`src/rtl/rx_ring_dma.sv`:
```
`timescale 1ns/1ps
module rx_ring_dma #(
  parameter int AW = 32,
  parameter int LW = 16
) (
  input  logic          clk,
  input  logic          rst_n,
  input  logic          start,
  input  logic [AW-1:0] ring_base,
  input  logic [1:0]    desc_size,
  output logic          run,
  input  logic          in_valid,
  input  logic [7:0]    in_data,
  input  logic          in_sof,
  input  logic          in_eof,
  input  logic          in_err,
  output logic          in_ready,
  output logic          mem_req,
  output logic          mem_we,
  output logic [AW-1:0] mem_addr,
  output logic [31:0]   mem_wdata,
  input  logic [31:0]   mem_rdata,
  input  logic          mem_ack
);
  typedef enum logic [2:0] {S_IDLE, S_RD0, S_RD1, S_RD2, S_RECV, S_WRD, S_WB0, S_WB1} st_t;
  st_t st;

  logic [AW-1:0] desc_addr, buf_ptr, stride;
  logic [LW-1:0] buf_len, cnt;
  logic [31:0]   pack;
  logic last_f, in_frame, began, eof_seen, err_f;
  logic take, full_next, flush;

  assign stride   = (desc_size == 2'd0) ? AW'(16) : (desc_size == 2'd1) ? AW'(32) : AW'(64);
  assign run      = (st != S_IDLE);
  assign in_ready = (st == S_IDLE) || (st == S_RECV);
  assign take     = (st == S_RECV) && in_valid && (in_frame || in_sof);
  assign full_next = (LW'(cnt + LW'(1)) == buf_len);
  assign flush    = (cnt[1:0] == 2'd3) || in_eof || full_next;

  assign mem_req = (st == S_RD0) || (st == S_RD1) || (st == S_RD2) ||
                   (st == S_WRD) || (st == S_WB0) || (st == S_WB1);
  assign mem_we  = (st == S_WRD) || (st == S_WB0) || (st == S_WB1);

  always_comb begin
    mem_addr  = desc_addr;
    mem_wdata = '0;
    case (st)
      S_RD1:   mem_addr = desc_addr + AW'(4);
      S_RD2:   mem_addr = desc_addr + AW'(8);
      S_WRD: begin
        mem_addr  = buf_ptr;
        mem_wdata = pack;
      end
      S_WB0:   mem_wdata = {1'b0, last_f, began, eof_seen, err_f, 27'd0};
      S_WB1: begin
        mem_addr  = desc_addr + AW'(4);
        mem_wdata = {buf_len, cnt};
      end
      default: ;
    endcase
  end

  always_ff @(posedge clk or negedge rst_n) begin
    if (!rst_n) begin
      st        <= S_IDLE;
      desc_addr <= '0;
      buf_ptr   <= '0;
      buf_len   <= '0;
      cnt       <= '0;
      pack      <= '0;
      last_f    <= 1'b0;
      in_frame  <= 1'b0;
      began     <= 1'b0;
      eof_seen  <= 1'b0;
      err_f     <= 1'b0;
    end else begin
      case (st)
        S_IDLE: if (start) begin
          desc_addr <= ring_base;
          st        <= S_RD0;
        end
        S_RD0: if (mem_ack) begin
          if (!mem_rdata[31]) begin
            in_frame <= 1'b0;
            st       <= S_IDLE;
          end else begin
            last_f <= mem_rdata[30];
            st     <= S_RD1;
          end
        end
        S_RD1: if (mem_ack) begin
          buf_len <= mem_rdata[31:16];
          st      <= S_RD2;
        end
        S_RD2: if (mem_ack) begin
          buf_ptr  <= mem_rdata[AW-1:0];
          cnt      <= '0;
          pack     <= '0;
          began    <= 1'b0;
          eof_seen <= 1'b0;
          err_f    <= 1'b0;
          st       <= S_RECV;
        end
        S_RECV: if (take) begin
          pack[{cnt[1:0], 3'b000} +: 8] <= in_data;
          cnt      <= LW'(cnt + LW'(1));
          in_frame <= 1'b1;
          if (in_sof && !in_frame) began <= 1'b1;
          if (in_err) err_f <= 1'b1;
          eof_seen <= in_eof;
          if (flush) st <= S_WRD;
        end
        S_WRD: if (mem_ack) begin
          pack    <= '0;
          buf_ptr <= buf_ptr + AW'(4);
          st      <= (eof_seen || cnt == buf_len) ? S_WB0 : S_RECV;
        end
        S_WB0: if (mem_ack) st <= S_WB1;
        S_WB1: if (mem_ack) begin
          desc_addr <= last_f ? ring_base : desc_addr + stride;
          if (eof_seen) in_frame <= 1'b0;
          st <= S_RD0;
        end
        default: st <= S_IDLE;
      endcase
    end
  end

  AST_IDLE_QUIET: assert property (@(posedge clk) disable iff (!rst_n)
    (st == S_IDLE && !start) |=> !mem_req);
  AST_STOP_ON_INVALID: assert property (@(posedge clk) disable iff (!rst_n)
    (st == S_RD0 && mem_ack && !mem_rdata[31]) |=> !run);
  AST_STRIDE: assert property (@(posedge clk) disable iff (!rst_n)
    (st == S_WB1 && mem_ack && !last_f) |=> desc_addr == $past(desc_addr) + $past(stride));
  AST_REQ_HOLD: assert property (@(posedge clk) disable iff (!rst_n)
    (mem_req && !mem_ack) |=> mem_req && $stable(mem_addr) && $stable(mem_we));
  AST_BUF_LIMIT: assert property (@(posedge clk) disable iff (!rst_n)
    (st == S_RECV) |-> cnt < buf_len);
  AST_WRAP: assert property (@(posedge clk) disable iff (!rst_n)
    (st == S_WB1 && mem_ack && last_f) |=> desc_addr == $past(ring_base));
endmodule

```
`config.mk`:
```
export PLATFORM = sky130hd
export DESIGN_NAME = rx_ring_dma
export DESIGN_NICKNAME = d
export VERILOG_FILES = /design/src/rtl/rx_ring_dma.sv
export SDC_FILE = /design/constraint.sdc
export NUM_CORES = 1
export LEC_CHECK = 0
export ABC_AREA = 1
export CORE_UTILIZATION = 45
export DETAILED_ROUTE_END_ITERATION = 10
export PLACE_DENSITY_LB_ADDON = 0.2
export SLEW_MARGIN = 15
export SYNTH_ARGS = -nofsm -noshare
export SYNTH_HDL_FRONTEND = slang
export SYNTH_SLANG_ARGS = --single-unit
```
`constraint.sdc`:
```
create_clock -name clk -period 2.8 [get_ports clk]
set_input_delay 0.56 -clock clk [delete_from_list [all_inputs] [get_ports clk]]
set_output_delay 0.56 -clock clk [all_outputs]
set_load 0.05 [all_outputs]
```
**After elaboration in Yosys (flattened, before gate mapping)**

Cells that the tools add are included.

- Flip-flop bits (word level): 136
- Latch bits: 0
- Bits in writable memories: 0
- ROM bits: 0
- Input port bits: 82
- Output and inout port bits: 68
- Memories: 0

- $add $sub $neg: 6
- $mul: 0
- Div/mod/pow operators: 0
- $lt $le $gt $ge: 0
- Eq/ne operators: 25
- Shifts and indexed selects: 2
- Mux-type cells: 45
- Bitwise operators: 0
- Reductions and logical operators: 36

Operators by type and width:

| operator | count |
|---|---|
| two-way mux 32 bit | 7 |
| case mux 32 bit (2 select lines) | 3 |
| case mux 32 bit (3 select lines) | 2 |
| adder 32 x 3 -> 32 bit, second input constant | 2 |
| adder 32 x 4 -> 32 bit, second input constant | 1 |
| adder 32 x 7 -> 32 bit | 1 |
| bitwise mux 32 bit | 1 |
| == test 16 bit | 2 |
| two-way mux 16 bit | 2 |
| case mux 16 bit (2 select lines) | 1 |
| variable shift 8 x 7 -> 32 bit, first input constant | 1 |
| variable part select 8 x 7 -> 32 bit | 1 |
| two-way mux 3 bit | 9 |
| inequality test 2 bit, second input constant | 12 |
| case mux 3 bit (8 select lines) | 1 |
| adder 16 x 1 -> 16 bit, second input constant | 1 |
| AND reduction 3 bit | 5 |
| two-way mux 7 bit | 2 |
| == test 3 bit, second input constant | 4 |
| logical OR 1 bit | 12 |
| two-way mux 1 bit | 11 |
| AND reduction 9 bit | 1 |
| AND reduction 4 bit | 2 |
| nonzero test 2 bit | 4 |
| other kinds (17) | 26 |

**Logic depth before layout (Yosys ltp)**

Gate-level depths: netlist (run 1).

- Word-level depth: 7
- Mapped depth: 15
- Depth with buffers taken out: 14

**Least setup slack after synthesis (run 1)**

No wires, ideal clock.

- Kind: reg-to-output
- From: register st[1]
- To: output mem_addr[10]
- Arrival time: 2388 ps
- Path slack: -148 ps
- Stages on the path, launching flop included: 9
- Path buffers: 2
- Path through: dfrtp_1 inv_2 nor2_1 buf_2 nor2_1 buf_2 clkinv_1 a221oi_1 o21ai_0

- Cells in the longest elaborated chain, start to end: 3
- Elaborated cells on any way between the ends: 6

Ends and longest elaborated chain:

| item | RTL line | RTL |
|---|---|---|
| start: declaration | 26 | `st_t st;` |
| start signal: assignment | 117 | `st <= (eof_seen \|\| cnt == buf_len) ? S_WB0 : S_RECV;` |
| == test 3 x 2 -> 1 bit / == test 3 bit (equally long branches) | 48 | `case (st)` |
| OR reduction 2 bit (no source line) | n/a |  |
| case mux 32 bit (3 select lines) (*) | 48 |  |
| end: declaration | 20 | `output logic [AW-1:0] mem_addr,` |

Mark *: on every way between the ends. The rest lies on a longest branch, timed or not.

**Final worst setup path (run 1)**

- From: register desc_addr[3]
- To: output mem_addr[29]

- Cells in the longest elaborated chain, start to end: 2
- Elaborated cells on any way between the ends: 3

Ends and longest elaborated chain:

| item | RTL line | RTL |
|---|---|---|
| start: declaration | 28 | `logic [AW-1:0] desc_addr, buf_ptr, stride;` |
| start signal: assignment | 80 | `desc_addr <= ring_base;` |
| start signal: assignment | 121 | `desc_addr <= last_f ? ring_base : desc_addr + stride;` |
| adder 32 x 3 -> 32 bit / adder 32 x 4 -> 32 bit (equally long branches) | 49, 57, 50 |  |
| case mux 32 bit (3 select lines) (*) | 48 |  |

Marks and branches as above.

==> results of run 1 <==
==> metrics by stage <==
stage          hold WS, ns  area [sq um]  setup TNS, ns  utilization [%]
3_3_place_gp         0.460         12900         -0.242             59.1
2_1_floorplan        0.264         10100         -0.277                -
5_1_grt              0.147         14700          -3.44             67.2
6_report            0.0889         14700          -1.18             67.2
4_1_cts              0.139         14000         -0.967             64.0
3_5_place_dp         0.465         12900         -0.624             59.1
==> area by class of cell <==
| cell class | instances | area share, % |
|---|---|---|
| timing repair inverter | 1 | 0.0510 |
| timing repair buffer | 282 | 21.4 |
| multi-input combinational | 1103 | 43.2 |
| clock inverter | 13 | 1.16 |
| sequential | 136 | 23.3 |
| tap | 280 | 2.38 |
| clock buffer | 18 | 2.98 |
| inverter | 210 | 5.52 |
==> cell families after synthesis <==
| family | Yosys count | synth area share, % |
|---|---|---|
| and+or+nand+nor | 705 | 30.3 |
| AOI/OAI and AO/OA | 356 | 20.9 |
| buffers and inverters | 274 | 10.8 |
| DFF | 136 | 33.7 |
| xor gates and xnor gates | 26 | 2.25 |
| adders and majority gates | 12 | 1.56 |
| muxes | 4 | 0.433 |
==> power breakdown <==
| part | total [mW] | switching [mW] | internal, mW |
|---|---|---|---|
| logic | 10.8 | 6.78 | 4.02 |
| clock network | 2.44 | 1.00 | 1.43 |
| registers | 3.76 | 0.959 | 2.80 |
| total | 17.0 | 8.75 | 8.25 |
==> routing by layer <==
metal	global-route usage, %	vias to the layer above	share of wire, %
li1	-	5571	-
met1	49.5	5697	42
met2	53.5	691	45
met3	7.64	98	9.9
met4	11.6	0	2.9
met5	0	-	0
==> critical path: stages (launching register included) <==
cell and delay [ns]:
sky130_fd_sc_hd__dfrtp_2 0.46, sky130_fd_sc_hd__ha_4 0.17, sky130_fd_sc_hd__nand2_2 0.05, sky130_fd_sc_hd__inv_2 0.08, sky130_fd_sc_hd__nand2_4 0.06, sky130_fd_sc_hd__inv_4 0.07, sky130_fd_sc_hd__nand2_4 0.05, sky130_fd_sc_hd__nor2_4 0.14
sky130_fd_sc_hd__inv_4 0.07, sky130_fd_sc_hd__o22ai_4 0.18, sky130_fd_sc_hd__buf_4 0.17, sky130_fd_sc_hd__nand4_1 0.11, sky130_fd_sc_hd__o211ai_1 0.19, sky130_fd_sc_hd__buf_12 0.18
==> flip-flops by register name, summed over array words and instances, names as in the netlist <==
signal	flops
buf_ptr	32
desc_addr	32
pack	32
buf_len	16
cnt	16
st	3
began	1
eof_seen	1
err_f	1
in_frame	1
last_f	1
==> synthesized netlist by cell type, types with 3 or more instances <==
library cell                  n
sky130_fd_sc_hd__o311ai_0     4
sky130_fd_sc_hd__buf_4        3
sky130_fd_sc_hd__o2111ai_1    9
sky130_fd_sc_hd__clkbuf_1    35
sky130_fd_sc_hd__xnor2_1      4
sky130_fd_sc_hd__nor4_1       7
sky130_fd_sc_hd__o22ai_1     47
sky130_fd_sc_hd__inv_1      200
sky130_fd_sc_hd__buf_6        4
sky130_fd_sc_hd__o41ai_1      5
sky130_fd_sc_hd__nand3_1     82
sky130_fd_sc_hd__o211ai_1    15
sky130_fd_sc_hd__o21ai_0    151
sky130_fd_sc_hd__a41oi_1      3
sky130_fd_sc_hd__nor3_1      35
sky130_fd_sc_hd__nand2_2      4
sky130_fd_sc_hd__or2_2        3
sky130_fd_sc_hd__a22oi_1      9
sky130_fd_sc_hd__nand2_1    345
sky130_fd_sc_hd__inv_2        8
sky130_fd_sc_hd__nand3b_1     7
sky130_fd_sc_hd__buf_2       17
sky130_fd_sc_hd__a21oi_4      3
sky130_fd_sc_hd__mux2_2       3
sky130_fd_sc_hd__o221ai_1     4
sky130_fd_sc_hd__ha_1        11
sky130_fd_sc_hd__buf_1        4
sky130_fd_sc_hd__o21ai_1      3
sky130_fd_sc_hd__nor2_1     158
sky130_fd_sc_hd__a31oi_1     17
sky130_fd_sc_hd__nand4_1     50
sky130_fd_sc_hd__a21oi_1     66
sky130_fd_sc_hd__o31ai_1      5
sky130_fd_sc_hd__xor2_1      22
sky130_fd_sc_hd__dfrtp_1    136
==> how the worst max path moves through the flow <==
stage | from | end | slack, ns | cells past startpoint
global route | desc_addr[3] | mem_addr[29] | -0.28 | 13
CTS | desc_addr[3] | mem_addr[23] | -0.12 | 14
floorplan | st[0] | mem_wdata[24] | -0.09 | 7
global placement | desc_size[1] | desc_addr[22] | -0.08 | 15
finish | desc_addr[3] | mem_addr[29] | -0.21 | 13
detailed placement | desc_size[1] | desc_addr[24] | -0.18 | 16
==> what timing repair did <==
item,4_1_cts,5_1_grt
pin swaps,19,29
buffers inserted,23,22
resized for setup,86,151
gates cloned,1,1
setup endpoints to repair,48,62
==> out/qor.yml, run 1 <==
outcome: "finished with violations"
failed_checks: "setup timing"
wirelength_mm: 41.7
seqCellArea_sq_um: 3420
numClockSinks: 136
dpl.cell_count: 1969
remaining_drc_errors: 0
die_w_microns: 152
drtPass1Iterations: 5
tightest_slew_ns: 0.780
hpwl_mm: 30.7
postSynthNetCount: 1607
worst_r2r_startpoint: "st[2]"
synth_edf_count: 0
layout.filler_cells: 1841
post_synth_main_area_contributors: "sky130_fd_sc_hd__dfrtp_1 34%, sky130_fd_sc_hd__nand2_1 13%, sky130_fd_sc_hd__o21ai_0 7.5%"
clk-insertion-delay-late_ns: 0.43
worst_slew_margin_rel_pct: 48.0
powerDensity_nw_per_um2: 1160
worstRegToRegCells: 11
net_total_in_the_final_layout: 1845
worst_setup_path_end_kind: "output pin"
fmaxAchievable_mhz: 333
clock_pin_slew_on_the_worst_setup_and_hold_paths_ns: 0.07
drt-vias-per-instance: 5.90
async_flop_share_pct: 100
grt_first_pass_wirelength_mm: 63.8
grt_max_degree: 62
initial_antenna_violation_count: 0
vias: 12057
layout_commonest_cell: "sky130_fd_sc_hd__nand2_1"
critical_path.reg2reg.endpoint: "desc_addr[10]"
drtAntennaViolNets: 0
wl_per_cell_microns: 20.4
finalMaxSlewViolations: 0
critical_path.startpoint_type: "register"
yosys_warnings: 0
most_area_hungry_cell_type_in_the_yosys_netlist: "sky130_fd_sc_hd__dfrtp_1"
area_growth_syn_to_layout_pct: 45.6
crit_type: "reg -> out"
tritoncts: "yes"
floorplan.core_area_sq_um: 21900
synth.distinct_cells: 62
worst_hold_class: "in -> async"
start_util_pct: 46.2
synth-seq-cells: 136
cts.path.max_buffers: 2
grt_overflow_total: 0
worst-endpoint-required_ns: 2.24
hold_violation_total_from_the_final_report: 0
routabilityCongestion: 0.962
num_io_pins: 150
cts_buffers: 17
placementRows: 54
clock_skew_ns: 0.0118
arrival_worst_endpoint_ns: 2.45
rsz0062_at_grt: "true"
die-height_microns: 152
mostFrequentLayoutCells: "326 x sky130_fd_sc_hd__nand2_1, 186 x sky130_fd_sc_hd__inv_1, 130 x sky130_fd_sc_hd__nor2_1, 125 x sky130_fd_sc_hd__o21ai_0, 120 x sky130_fd_sc_hd__dfrtp_1"
pre_cts_slack_ns: -0.182
clock_tree.htree_level_count: 4
report.final.setup_viol: 16
timing.final.ws_setup_ns: -0.205
synthCells: 1513
detailedRoute.firstIterationViolations: 1244
worstPathMaxFanout: 5
io_buffer_count: 149
yosysSeqAreaShare_pct: 33.7
per_instance_average_area_after_synthesis_sq_um: 6.68
cts-root-buf: "sky130_fd_sc_hd__clkbuf_16"
diodes: 0
layoutNonFillerInstCount: 2043
number_of_global_route_vias_before_repair: 11423
layout_min_cycle_time_ns: 3.01
multiInputGateArea_sq_um: 6350
floorplan.die_area_sq_um: 23100
period_share_pct: 107
groute.usage.overall_pct: 35.2
synthFlopType: "sky130_fd_sc_hd__dfrtp_1"
mappedNetlistArea_sq_um: 10100
drive_above_1_share_pct: 23.5
ir_drop_mv: 1.17
cap_viol_max_count: 0
total_power_mw: 17.0
p_leak_nw: 6.44
regToRegSetupSlack_ns: 0.14
netlist.area_leader.share_pct: 33.7
cts_hold_buffers: 0
Power figures use the tool's default switching activity.
==> run 2, diff against run 1 <==
--- a/config.mk
+++ b/config.mk
@@ -8,6 +8,7 @@
 export ABC_AREA = 1
 export CORE_UTILIZATION = 45
 export DETAILED_ROUTE_END_ITERATION = 10
+export MAX_ROUTING_LAYER = met4
 export PLACE_DENSITY_LB_ADDON = 0.2
 export SLEW_MARGIN = 15
 export SYNTH_ARGS = -nofsm -noshare
==> run 2 against run 1 <==
  * The flow still finishes with violations (setup timing)
  * Via count up 1.2%
  * Fmax up 3.5%
  * Clock skew up 0.0056 ns
  * Utilization up 0.61 points
  * Global-route usage up 1.0 points
  * Power up 0.50%
  * Clock power up 2%
  * Die area unchanged
  * Clock-buffer cell count down 1
  * Critical path depth down 1
  * Non-clock buffer count up 27
  * Critical path type unchanged
==> out/qor.yml, run 2 (synthesized netlist as in run 1, its figures left out) <==
critical_path.reg2reg.endpoint: "desc_addr[26]"
wirelength_mm: 41.9
detailedRoute.firstIterationViolations: 1217
slowest_delay_ns: 0.40
worst_slew_margin_rel_pct: 45.3
met1_use_gr_pct: 50.4
layout_commonest_cell: "sky130_fd_sc_hd__nand2_1"
critical_path.startpoint_type: "register"
p_leak_nw: 6.58
hold_violation_total_from_the_final_report: 0
io_buffer_count: 149
placed_cell_area_sq_um: 13000
start_util_pct: 46.2
setup_tns_final_ns: -0.543
arrival_worst_endpoint_ns: 2.34
worst_hold_class: "in -> async"
grt_overflow_total: 0
numClockSinks: 136
area_growth_syn_to_layout_pct: 46.9
finalMaxSlewViolations: 0
global_route.usage.met3_pct: 5.31
hold-worst-slack_ns: 0.115
total_power_mw: 17.1
hpwl_mm: 31.1
routabilityCongestion: 0.976
ir_drop_mv: 1.19
cpMaxStageDelayCell: "sky130_fd_sc_hd__dfrtp_1"
rsz0062_at_grt: "true"
report.final.setup_viol: 13
regToRegSetupSlack_ns: 0.25
drt-vias-per-instance: 5.90
clock_skew_ns: 0.0174
crit_type: "reg -> out"
global_route.peak_usage_layer: "met2"
layout_min_cycle_time_ns: 2.90
remaining_drc_errors: 0
tightest_slew_ns: 0.820
tritoncts: "yes"
worst_setup_path_end_kind: "output pin"
fin_area_sq_um: 14800
worst_r2r_startpoint: "desc_addr[13]"
clock_pin_slew_on_the_worst_setup_and_hold_paths_ns: 0.06
grtUsageMet2_pct: 54.4
diodes: 0
floorplan.core_area_sq_um: 21900
grt_max_degree: 60
drtPass1Iterations: 6
number_of_global_route_vias_before_repair: 11392
num_io_pins: 150
failed_checks: "setup timing"
floorplan.die_area_sq_um: 23100
timing.final.ws_setup_ns: -0.105
wl_per_cell_microns: 20.2
cts.path.max_buffers: 2
crit_path_cell_trace: "ha_2, nand2_2, inv_2, nand2_4, inv_4, nand2_4, nor2_4, inv_4, o22ai_4, nand4_1, o211ai_1, clkbuf_16"
cts_buffers: 17
initial_antenna_violation_count: 1
pre_cts_slack_ns: -0.172
powerDensity_nw_per_um2: 1150
die_w_microns: 152
postLayoutCoreUtil_pct: 67.8
worst-endpoint-required_ns: 2.24
clock_tree.htree_level_count: 4
drive_above_1_share_pct: 23.9
cts-root-buf: "sky130_fd_sc_hd__clkbuf_16"
outcome: "finished with violations"
clk-insertion-delay-late_ns: 0.44
fmaxAchievable_mhz: 344
period_share_pct: 104
die-height_microns: 152
cap_viol_max_count: 0
worstPathMaxFanout: 6
drtAntennaViolNets: 0
reg_top3: "buf_ptr (32), desc_addr (32), pack (32)"
placementRows: 54
mostFrequentLayoutCells: "325 x sky130_fd_sc_hd__nand2_1, 184 x sky130_fd_sc_hd__inv_1, 146 x sky130_fd_sc_hd__buf_4, 129 x sky130_fd_sc_hd__nor2_1, 124 x sky130_fd_sc_hd__o21ai_0"
layoutNonFillerInstCount: 2069
vias: 12204
groute.usage.overall_pct: 36.2
worstRegToRegCells: 19
grt_first_pass_wirelength_mm: 63.6
net_total_in_the_final_layout: 1872
dpl.cell_count: 1976
[run 2: changes by cell type in the layout (fill, tap and decap cells not counted), moves of 3 or more]
cell / delta
sky130_fd_sc_hd__o21ai_1: +4
sky130_fd_sc_hd__nand2_2: +3
sky130_fd_sc_hd__nand3_2: -3
sky130_fd_sc_hd__a21oi_1: +4
sky130_fd_sc_hd__a21oi_2: -3
sky130_fd_sc_hd__o21ai_2: -3
sky130_fd_sc_hd__nand3_1: +3
sky130_fd_sc_hd__buf_4: +28
[run 2: final cells by class]
type	instances	area [sq um]
fillers	1877	7040
multi-input cells	1103	6260
flip-flops and latches	136	3420
repair buffers	309	3370
inverters	210	818
clock buffers	17	425
well taps	280	350
clock inverters	13	195
repair inverters	1	7.51
[run 2: metal layers]
metal,share of wire [%],vias to the layer above
met3,9.2,94
met1,43,5757
met4,3.0,0
li1,-,5640
met2,44,713
met5,0,-
[run 2: critical path: cells and delay by family, from the launching register on]
family / cells / cell delay (ns)
buffers and inverters: 4 / 0.44
AOI/OAI and AO/OA: 2 / 0.41
DFF: 1 / 0.40
adders and majority gates: 1 / 0.22
and+or+nand+nor: 5 / 0.44
[run 2: what timing repair did]
action,4_1_cts,5_1_grt
gates resized for setup,108,120
hold buffers,0,0
pin swaps,22,49
buffers inserted,29,32
cloned,1,2
setup endpoints to repair,48,60
[run 2: worst max path at each step]
stage / from / end / slack [ns] / cells past startpoint
after floorplan: st[0] / mem_wdata[24] / -0.09 / 7
after CTS: desc_addr[4] / mem_addr[23] / -0.11 / 14
after detailed placement: desc_size[1] / desc_addr[22] / -0.17 / 15
after global placement: desc_size[1] / desc_addr[22] / -0.09 / 15
final: desc_addr[4] / mem_addr[29] / -0.10 / 12
after global routing: desc_addr[18] / mem_addr[29] / -0.18 / 8
[run 2: power by group]
part	internal, mW	switching (mW)
Combinational	4.07	6.81
Clock	1.50	0.999
Sequential	2.80	0.898
Total	8.37	8.71
